<file path="src/rtl/xmem_stretch.sv">
module xmem_stretch #(
  parameter int CLKS_PER_MC = 4,
  parameter int STRETCH_W   = 3,
  parameter int BASE_MC     = 2
) (
  input  logic                 clk,
  input  logic                 rst_n,
  input  logic [STRETCH_W-1:0] stretch_cfg,
  input  logic                 start,
  input  logic                 wr_sel,
  input  logic                 onchip,
  output logic                 rd_n,
  output logic                 wr_n,
  output logic                 busy,
  output logic                 done
);

  localparam int PH_W  = (CLKS_PER_MC > 1) ? $clog2(CLKS_PER_MC) : 1;
  localparam int LEN_W = STRETCH_W + 1;
  localparam logic [PH_W-1:0]  PH_LAST = PH_W'(CLKS_PER_MC - 1);
  localparam logic [LEN_W-1:0] LEN_MIN = LEN_W'(BASE_MC);

  logic [PH_W-1:0]  phase;
  logic [LEN_W-1:0] mc_idx;
  logic [LEN_W-1:0] mc_len;
  logic             is_wr;
  logic             last_clk;
  logic             strobe;

  assign last_clk = busy && (phase == PH_LAST) && (mc_idx == mc_len - LEN_W'(1));
  assign strobe   = busy && (mc_idx != '0);
  assign done     = last_clk;
  assign rd_n     = ~(strobe && !is_wr);
  assign wr_n     = ~(strobe && is_wr);

  always_ff @(posedge clk) begin
    if (!rst_n) begin
      busy   <= 1'b0;
      phase  <= '0;
      mc_idx <= '0;
      mc_len <= LEN_MIN;
      is_wr  <= 1'b0;
    end else if (!busy) begin
      if (start) begin
        busy   <= 1'b1;
        phase  <= '0;
        mc_idx <= '0;
        mc_len <= onchip ? LEN_MIN : LEN_MIN + LEN_W'(stretch_cfg);
        is_wr  <= wr_sel;
      end
    end else if (phase == PH_LAST) begin
      phase <= '0;
      if (last_clk) busy <= 1'b0;
      else          mc_idx <= mc_idx + LEN_W'(1);
    end else begin
      phase <= phase + PH_W'(1);
    end
  end

  assert_strobe_excl_R6: assert property (@(posedge clk) disable iff (!rst_n)
    !(!rd_n && !wr_n));

  assert_strobe_in_busy_R5: assert property (@(posedge clk) disable iff (!rst_n)
    (!rd_n || !wr_n) |-> busy);

  assert_first_mc_quiet_R5: assert property (@(posedge clk) disable iff (!rst_n)
    $rose(busy) |-> (rd_n && wr_n));

  assert_done_ends_R7: assert property (@(posedge clk) disable iff (!rst_n)
    done |=> (!busy && !done));

  assert_fall_after_done_R7: assert property (@(posedge clk) disable iff (!rst_n)
    $fell(busy) |-> $past(done));

  assert_done_in_busy_R7: assert property (@(posedge clk) disable iff (!rst_n)
    done |-> busy);

  assert_busy_start_R8: assert property (@(posedge clk) disable iff (!rst_n)
    (busy && !done) |=> busy);

endmodule

</file>
<file path="config.mk">
export PLATFORM = sky130hd
export DESIGN_NAME = xmem_stretch
export DESIGN_NICKNAME = d
export VERILOG_FILES = /design/src/rtl/xmem_stretch.sv
export SDC_FILE = /design/constraint.sdc
export NUM_CORES = 1
export LEC_CHECK = 0
export ABC_AREA = 0
export BUFFER_PORTS_ARGS = -buffer_cell sky130_fd_sc_hd__buf_2
export CAP_MARGIN = 15
export CORE_MARGIN = 2
export CORE_UTILIZATION = 45
export DETAILED_ROUTE_END_ITERATION = 10
export GPL_ROUTABILITY_DRIVEN = 0
export PLACE_DENSITY_LB_ADDON = 0.15
export SYNTH_ARGS = -nofsm -noshare
export SYNTH_HDL_FRONTEND = slang
export SYNTH_SLANG_ARGS = --single-unit
</file>
<file path="constraint.sdc">
create_clock -name clk -period 1.7 [get_ports clk]
set_clock_uncertainty 0.2 [all_clocks]
set_input_delay 0.085 -clock clk [delete_from_list [all_inputs] [get_ports clk]]
set_output_delay 0.085 -clock clk [all_outputs]
set_load 0.01 [all_outputs]
</file>
==> impl_metrics.tcl, run 1 <==
set metrics [dict create \
    status "complete, but fails checks" \
    violations "negative setup slack" \
    syn_avg_cell_area_um2 9.00 \
    finalHoldViolCount 0 \
    cts-htree-levels 1 \
    maxClockFrequency_ghz 0.544 \
    critPathArrivalTime_ns 1.55 \
    wl_per_cell_um 12.6 \
    path_cells "inv_2 -> ha_4 -> xnor2_2 -> nor3_4 -> and3b_2 -> buf_6" \
    synth_top_area_frac 0.318 \
    synth_largest_area_cell "dfxtp_1" \
    critPathKind "reg -> out" \
    cts_num_sinks 12 \
    required_ns 1.41 \
    synthesis.area_um2 756 \
    final_cell_mix "10 x buf_2, 8 x dfxtp_1, 8 x buf_4" \
    path_max_fanout 2 \
    hold_end "mc_len[0]" \
    clk_latency_ns 0.28 \
    vias 673 \
    postRouteAntennaNets 0 \
    antenna_cells 0 \
    period_needed_ns 1.84 \
    hp-start "stretch_cfg[0]" \
    hold_path.class "in -> reg" \
    synth_warnings 0 \
    fin_setup_tns_ns -0.152 \
    vias_per_cell 5.34 \
    std_cell_rows 14 \
    peakVddDrop_v 0.000400 \
    pin_count 12 \
    place.detailed.hpwl_mm 1.10 \
    dp_cells 115 \
    initial_core_util 0.490 \
    min_path_cells 4 \
    die_h_um 45.0 \
    final_common_cell "buf_2" \
    ys_ff_latch 12 \
    setup_ws_ns -0.140 \
    drt-initial-drc-count 19 \
    reg2reg_from "mc_len[0]" \
    portBuffers 11 \
    grt_max_degree 16 \
    end_kind "output port" \
    clock_path_buffers 2 \
    max_slew_margin 0.812 \
    grt_pass1_wl_mm 2.89 \
    max_stage_delay_ns 0.34 \
    cap_violations 0 \
    setup.worst_path.start_class "register" \
    synth_cell_types 33 \
    clk_pin_slew_worst_paths_ns 0.08 \
    routed_wl_mm 1.59 \
    grt_setup_unrepaired "true" \
    place_area_um2 868 \
    critPathBufInv 2 \
    root_buffer "clkbuf_4" \
    cts_tree "yes" \
    die_x_um 45.0 \
    numCtsBuffers 3 \
    cellPowerDensity_nw_per_um2 616 \
    setup_violations 2 \
    fin_area_um2 1010 \
    nNetsFinal 124 \
    track_usage 0.190 \
    synthCells 84 \
    grt_pass1_vias 699 \
    period_share 1.08 \
    die_area_um2 2020 \
    drive_gt1_frac 0.373 \
    cpLargestDelayFamily "simple AND/OR/NAND/NOR gates" \
    syn_nets 97 \
    area_growth_pct 34.3 \
    coreArea_um2 1540 \
    yosysSeqAreaShare 0.318 \
    rrSetupSlack_ns -0.01 \
    power.leakage_nw 0.462 \
    num-fill-cells 127 \
    drc 0 \
    grt_antenna_before_repair 0 \
    tightestPinTransition_ns 0.280 \
    first_pass_iters 4 \
    grt_overflow 0 \
    slowest_stage "dfxtp_2" \
    r2r_cells 7 \
    ys_top_cells_by_area "dfxtp_1 32%, ha_1 8.3%, nor3b_1 6.0%" \
    r2r-end "mc_idx[1]" \
    instances_no_fill 126 \
    report.final.slew_viol_count 0 \
]
[metal layers]
metal,up-vias,global-route usage,share of wire
met5,-,0,0
met4,0,0.0706,0.0082
met3,4,0.0240,0.065
met2,25,0.297,0.45
met1,298,0.267,0.47
li1,346,-,-
[how the worst max path moves through the flow]
stage,endpoint,cells after the start,start
after floorplan,busy,6,mc_len[0]
after global placement,done,6,mc_len[1]
after detailed placement,mc_idx[1],6,mc_len[1]
after CTS,done,6,mc_len[0]
after global routing,done,5,mc_len[0]
final,done,6,mc_len[0]
[cells by family (layout without fill, tap and decap cells)]
family	after synthesis	in the layout	synth area share
and+or+nand+nor	38	38	0.320
AOI/OAI and AO/OA	14	14	0.124
DFF	12	12	0.318
buffers and inverters	7	33	0.0364
adders and majority gates	5	5	0.0828
xor gates and xnor gates	5	5	0.0795
muxes	3	3	0.0397
[registers in the layout, indices dropped and copies added, names as in the netlist]
register and cells:
mc_idx 4, mc_len 4, phase 2, busy 1, is_wr 1
[synth_stat cells]
library cell / count
a211o_1: 2
a21boi_0: 1
a21o_2: 1
a21oi_1: 5
and2_0: 1
and2_1: 1
and2b_2: 1
and3_1: 2
and3_2: 1
and3b_2: 1
buf_2: 1
clkbuf_1: 1
dfxtp_1: 12
ha_1: 5
inv_1: 5
mux2i_1: 3
nand2_1: 6
nand2b_1: 2
nand3_1: 2
nand4_1: 1
nor2_1: 3
nor2b_1: 6
nor3_1: 2
nor3_4: 1
nor3b_1: 6
nor3b_2: 1
o2111ai_1: 2
o21ai_0: 2
o31ai_1: 1
or2_2: 1
xnor2_1: 3
xor2_1: 1
xor3_2: 1
[metrics by stage]
step / worst slack (ns) / util / hold WS, ns / total power [mW]
2_1_floorplan: 0.0262 / - / 0.0512 / 0.351
3_3_place_gp: 0.000760 / 0.563 / 0.143 / 0.380
3_5_place_dp: -0.0325 / 0.563 / 0.150 / 0.381
4_1_cts: -0.140 / 0.657 / 0.0166 / 0.631
5_1_grt: -0.199 / 0.658 / 0.0288 / 0.654
6_report: -0.140 / 0.658 / 0.0168 / 0.625
[final cells by class]
type	instances	area, um^2	share of cell area
clock buffers	4	36.3	0.0358
inverters	5	18.8	0.0185
multi-input cells	65	520	0.513
flip-flops and latches	12	248	0.244
well taps	16	20.0	0.0197
repair buffers	24	171	0.169
[report_power, final]
group | internal [mW] | total, mW | leakage [nW] | switching (mW)
clock network | 0.130 | 0.236 | 0.0210 | 0.105
registers | 0.289 | 0.294 | 0.0990 | 0.00534
logic | 0.0517 | 0.0959 | 0.342 | 0.0443
total | 0.470 | 0.625 | 0.462 | 0.155
[repair_timing]
| item | in CTS | in global routing |
|---|---|---|
| buffers inserted | 2 | 0 |
| gates resized for setup | 10 | 2 |
| hold buffers | 5 | 0 |
| pin swaps | 1 | 0 |
| hold endpoints to repair | 10 | 0 |
| cloned | 0 | 0 |
| endpoints found under the setup margin | 7 | 8 |
[tightest hold or removal path: cells and delay by family]
| kind | cells | cell delay [ns] |
|---|---|---|
| simple gates | 2 | 0.17 |
| compound gates | 1 | 0.11 |
| buf+inv | 1 | 0.09 |
(Power assumes the default switching activity.)
==> inputs of run 2 (changes only) <==
- ABC_AREA: 0 -> 1
- PLACE_DENSITY: unset -> 0.68
- PLACE_DENSITY_LB_ADDON: 0.15 -> unset
==> run 2 against run 1 <==
The flow still finishes with violations (negative setup slack). Setup slack improved by 0.0057 ns. Fmax rose by 0.31%. Cell count up 13%. Combinational power grew 16%. Synthesized area is 5.0% lower. Sequential cell count stayed put. First-iteration DRC count is 63% lower. Worst hold slack improved by 0.0051 ns. Clock power shrank 22%. Wire length grew 1.2%. Highest routed layer unchanged.
==> impl_metrics.tcl, run 2 <==
set metrics [dict create \
    period_needed_ns 1.83 \
    instances_no_fill 143 \
    cap_violations 0 \
    syn_nets 116 \
    vias 722 \
    place_area_um2 793 \
    synth_warnings 0 \
    final_common_cell "nand2_1" \
    holdWs_ns 0.0219 \
    fin_setup_tns_ns -0.365 \
    cts_num_sinks 12 \
    synth_most_common_cell "nand2_1" \
    clk_pin_slew_worst_paths_ns 0.07 \
    ys_top_cells_by_area "dfxtp_1 33%, nand2_1 9.9%, ha_1 8.7%" \
    path_max_fanout 2 \
    nNetsFinal 142 \
    grt_max_degree 11 \
    dp_cells 131 \
    slowest_stage "dfxtp_2" \
    grt_pass1_vias 733 \
    cpLargestDelayFamily "simple AND/OR/NAND/NOR gates" \
    grt_antenna_before_repair 0 \
    critPathBufInv 4 \
    track_usage 0.206 \
    place.detailed.hpwl_mm 1.06 \
    synthCells 103 \
    drt-initial-drc-count 7 \
    postRouteAntennaNets 0 \
    pin_count 12 \
    numCtsBuffers 3 \
    setup.worst_path.start_class "register" \
    synth_largest_area_cell "dfxtp_1" \
    syn_avg_cell_area_um2 6.97 \
    synth_flop_cell "dfxtp_1" \
    min_path_cells 4 \
    end_kind "output port" \
    r2r_cells 12 \
    vias_per_cell 5.05 \
    grt_pass1_wl_mm 2.85 \
    r2r-end "mc_idx[2]" \
    cellPowerDensity_nw_per_um2 611 \
    setup_ws_ns -0.134 \
    tightestPinTransition_ns 0.229 \
    required_ns 1.41 \
    grt_setup_unrepaired "true" \
    report.final.slew_viol_count 0 \
    synthesis.area_um2 718 \
    max_slew_margin 0.847 \
    fin_area_um2 972 \
    first_pass_iters 4 \
    std_cell_rows 14 \
    max_stage_delay_ns 0.33 \
    peakVddDrop_v 0.000448 \
    clk_latency_ns 0.28 \
    synth_top_area_frac 0.334 \
    portBuffers 11 \
    critPathArrivalTime_ns 1.55 \
    rrSetupSlack_ns -0.09 \
    antenna_cells 0 \
    area_growth_pct 35.4 \
    wl_per_cell_um 11.2 \
    synth_edf_count 0 \
    drive_gt1_frac 0.378 \
    path_cells "inv_2 -> ha_4 -> nand2_2 -> clkinv_2 -> nor2_1 -> nand2_1 -> nor2_2 -> nand3_2 -> inv_1 -> buf_2" \
    hold_end "mc_len[3]" \
    yosysSeqAreaShare 0.334 \
    reg2reg_from "mc_len[1]" \
    async_flop_share 0 \
    routed_wl_mm 1.61 \
    clock_path_buffers 2 \
    status "complete, but fails checks" \
    power_mw 0.594 \
    hp-start "stretch_cfg[2]" \
    die_h_um 44.0 \
    final_cell_mix "14 x nand2_1, 13 x inv_1, 11 x buf_2" \
    setup_violations 5 \
    die_x_um 44.0 \
    coreArea_um2 1510 \
    cts_tree "yes" \
    num-fill-cells 137 \
    grt_overflow 0 \
    hold_path.class "in -> reg" \
    maxClockFrequency_ghz 0.545 \
    finalHoldViolCount 0 \
    violations "negative setup slack" \
    critPathKind "reg -> out" \
    power.leakage_nw 0.453 \
    die_area_um2 1930 \
    synth_top_cells_by_count "19 x nand2_1, 15 x inv_1, 12 x dfxtp_1" \
    synth_cell_types 22 \
    period_share 1.08 \
    top_regs "mc_idx (4), mc_len (4), phase (2)" \
    initial_core_util 0.477 \
    cts-htree-levels 1 \
    drc 0 \
    ys_ff_latch 12 \
    root_buffer "clkbuf_4" \
]
run 2: cell types whose count changed after synthesis, sizes merged, moves of 6 or more:
cell and change:
nor2 +9, nand3 +8, nor2b -6, nor3b -7
nand2 +16, inv +15
run 2: worst max path at each step:
stage / depth (start not counted) / slack [ns] / end / from
after global placement: 12 / -0.04 / mc_idx[3] / mc_len[0]
after global routing: 10 / -0.26 / done / mc_len[1]
final: 10 / -0.13 / done / mc_len[1]
after CTS: 10 / -0.12 / done / mc_len[1]
after detailed placement: 12 / -0.05 / mc_idx[3] / mc_len[0]
after floorplan: 12 / 0.04 / mc_idx[2] / mc_len[0]
run 2: metrics by stage:
step	utilization	worst slack (ns)
final	0.645	-0.134
after global routing	0.645	-0.260
after global placement	0.527	-0.0388
after detailed placement	0.527	-0.0454
after CTS	0.613	-0.122
after floorplan	-	0.0358
run 2: timing repair:
action | CTS | global route
gates resized for setup | 10 | 12
hold buffers | 7 | 0
buffers inserted | 1 | 1
endpoints found under the setup margin | 6 | 7
pin swaps | 5 | 5
hold endpoints to repair | 9 | 0
run 2: kinds of logic (layout without fill, tap and decap cells):
logic type / count (synthesis) / count (layout) / share of synthesized area
xor gates and xnor gates: 3 / 3 / 0.0366
adders and majority gates: 5 / 5 / 0.0871
buffers and inverters: 22 / 46 / 0.134
and+or+nand+nor: 46 / 46 / 0.293
AOI/OAI and AO/OA: 15 / 15 / 0.115
DFF: 12 / 12 / 0.334
run 2: routing by layer:
metal,vias to the layer above,GRT usage,part of all wire
li1,379,-,-
met1,329,0.234,0.48
met2,12,0.344,0.48
met3,2,0.0625,0.026
met4,0,0.109,0.012
met5,-,0,0
run 2: layout make-up:
class	instances	area, um^2	share of cell area
inverter	21	82.6	0.0849
clock buffer	3	22.5	0.0232
sequential	12	248	0.255
multi-input combinational	69	444	0.457
tap	16	20.0	0.0206
timing repair buffer	22	155	0.160
run 2: power by group:
group,switching (mW),internal (mW)
registers,0.00890,0.291
logic,0.0597,0.0514
clock network,0.100,0.0822
total,0.169,0.425
run 2: worst reg2reg max path, stage by stage (launching register included):
cell      delay (ns)
dfxtp_2         0.33
inv_2           0.05
ha_4            0.24
nand2_2         0.07
clkinv_2        0.04
nor2_1          0.07
nand2_1         0.07
nor2_2          0.13
buf_4           0.14
nand2_4         0.05
nand2_4         0.10
nand3_1         0.10
a21oi_2         0.14
==> inputs of run 3 (changes only) <==
- CTS_BUF_LIST: unset -> sky130_fd_sc_hd__clkbuf_16
- GPL_TIMING_DRIVEN: unset -> 0
==> run 3 against run 2 <==
Sequential cell count unchanged. Fmax is 1.3% higher. Global-route usage shrank 0.87 points. The flow still finishes with violations (negative setup slack). Register-to-register slack about the same. Critical path depth is the same. Largest power group is now the clock network. Worst hold slack improved by 0.025 ns. Clock power is 130% higher. Core utilization rose by 3.7 points. Via count decreased by 5.0%. Wire length is 1.0% higher. Cell count is 0.70% lower. First-iteration DRC count fell by 43%.
==> impl_metrics.tcl, run 3 (synthesis gave the netlist of run 2 again) <==
set metrics [dict create \
    status "complete, but fails checks" \
    violations "negative setup slack" \
    area_growth_pct 43.0 \
    coreArea_um2 1510 \
    path_cells "inv_2 -> ha_4 -> nand2_2 -> clkinv_2 -> nor2_1 -> nand2_1 -> nor2_4 -> nand3_2 -> inv_1 -> buf_2" \
    top_regs "mc_idx (4), mc_len (4), phase (2)" \
    portBuffers 10 \
    tightestPinTransition_ns 0.226 \
    period_share 1.07 \
    critPathBufInv 4 \
    reg2reg_from "mc_len[1]" \
    required_ns 1.41 \
    r2r_cells 13 \
    rrSetupSlack_ns -0.09 \
    cellPowerDensity_nw_per_um2 827 \
    clk_pin_slew_worst_paths_ns 0.04 \
    power.leakage_nw 0.473 \
    place_area_um2 788 \
    max_slew_margin 0.849 \
    final_cell_mix "14 x nand2_1, 12 x inv_1, 10 x buf_2" \
    use_met1 0.230 \
    wl_per_cell_um 11.4 \
    instances_no_fill 142 \
    die_area_um2 1930 \
    cts-htree-levels 1 \
    grt_use_met3 0.0750 \
    min_path_cells 4 \
    root_buffer "clkbuf_16" \
    drive_gt1_frac 0.373 \
    drt-initial-drc-count 4 \
    clk_latency_ns 0.24 \
    hold_end "mc_len[3]" \
    path_max_fanout 2 \
    grt_max_degree 11 \
    first_pass_iters 3 \
    peakVddDrop_v 0.000603 \
    cpLargestDelayFamily "simple AND/OR/NAND/NOR gates" \
    std_cell_rows 14 \
    pin_count 12 \
    critPathArrivalTime_ns 1.53 \
    cts_num_sinks 12 \
    max_stage_delay_ns 0.32 \
    hp-start "stretch_cfg[2]" \
    initial_core_util 0.477 \
    pre_cts_ws_ns -0.115 \
    r2r-end "mc_idx[3]" \
    routed_wl_mm 1.62 \
    antenna_cells 0 \
    die_x_um 44.0 \
    grt_setup_unrepaired "true" \
    setup_violations 5 \
    final_common_cell "nand2_1" \
    power_mw 0.849 \
    setup.worst_path.start_class "register" \
    track_usage 0.197 \
    finalHoldViolCount 0 \
    die_h_um 44.0 \
    cap_violations 0 \
    crit_cells 10 \
    postLayoutCoreUtil 0.682 \
    fin_area_um2 1030 \
    drc 0 \
    end_kind "output port" \
    vias_per_cell 4.83 \
    grtUsageMet2 0.326 \
    grt_pass1_vias 640 \
    place.detailed.hpwl_mm 1.06 \
    numCtsBuffers 3 \
    vias 686 \
    busiest_layer "met2" \
    report.final.slew_viol_count 0 \
    hold_path.class "in -> reg" \
    setup_ws_ns -0.111 \
    critPathKind "reg -> out" \
    clock_path_buffers 2 \
    period_needed_ns 1.81 \
    cts_tree "yes" \
    grt_antenna_before_repair 0 \
    grt_pass1_wl_mm 2.73 \
    postRouteAntennaNets 0 \
    grt_overflow 0 \
    dp_cells 129 \
    maxClockFrequency_ghz 0.552 \
    slowest_stage "dfxtp_2" \
    nNetsFinal 141 \
]
[run 3: routing by layer]
layer / share of wire / wire length, um
met3: 0.039 / 63
met1: 0.46 / 750
met2: 0.48 / 779
met5: 0 / 0
met4: 0.018 / 29
[run 3: stage by stage]
stage                     hold WS (ns)  setup TNS (ns)
final                           0.0471          -0.388
after global routing            0.0855          -0.763
after CTS                       0.0409          -0.395
after detailed placement         0.125          -0.424
after global placement           0.125          -0.285
after floorplan                 0.0185               0
[run 3: area by class of cell]
| class | count | area [um^2] |
|---|---|---|
| Fill cell | 128 | 479 |
| Multi-Input combinational cell | 69 | 443 |
| Sequential cell | 12 | 245 |
| Timing Repair Buffer | 20 | 146 |
| Inverter | 21 | 82.6 |
| Clock buffer | 3 | 75.1 |
| Tap cell | 16 | 20.0 |
| Buffer | 1 | 15.0 |
[run 3: power breakdown]
part	switching (mW)	internal (mW)
clock network	0.119	0.306
logic	0.0637	0.0563
registers	0.00929	0.295
total	0.192	0.657
[run 3: repair_timing]
action,CTS,global route
setup endpoints to repair,5,8
pin swaps,6,9
gates resized for setup,9,14
hold endpoints to repair,12,0
buffers inserted,2,1
hold buffers,7,0
[run 3: worst max path at each step]
stage                     startpoint        end
after global routing       mc_len[1]       done
after floorplan            mc_len[0]  mc_idx[2]
final                      mc_len[1]       done
after global placement     mc_len[0]  mc_idx[2]
after CTS                  mc_len[1]       done
after detailed placement   mc_len[0]  mc_idx[3]
[run 3: worst register-to-register path: stages (launching register included)]
cell and delay, ns:
dfxtp_2 0.32, inv_2 0.05, ha_4 0.24, nand2_2 0.07, clkinv_2 0.04, nor2_1 0.07, nand2_1 0.09, nor2_4 0.14
buf_6 0.12, nand2_4 0.05, nand2_4 0.09, nand2_4 0.07, nand2_2 0.06, a21oi_2 0.05
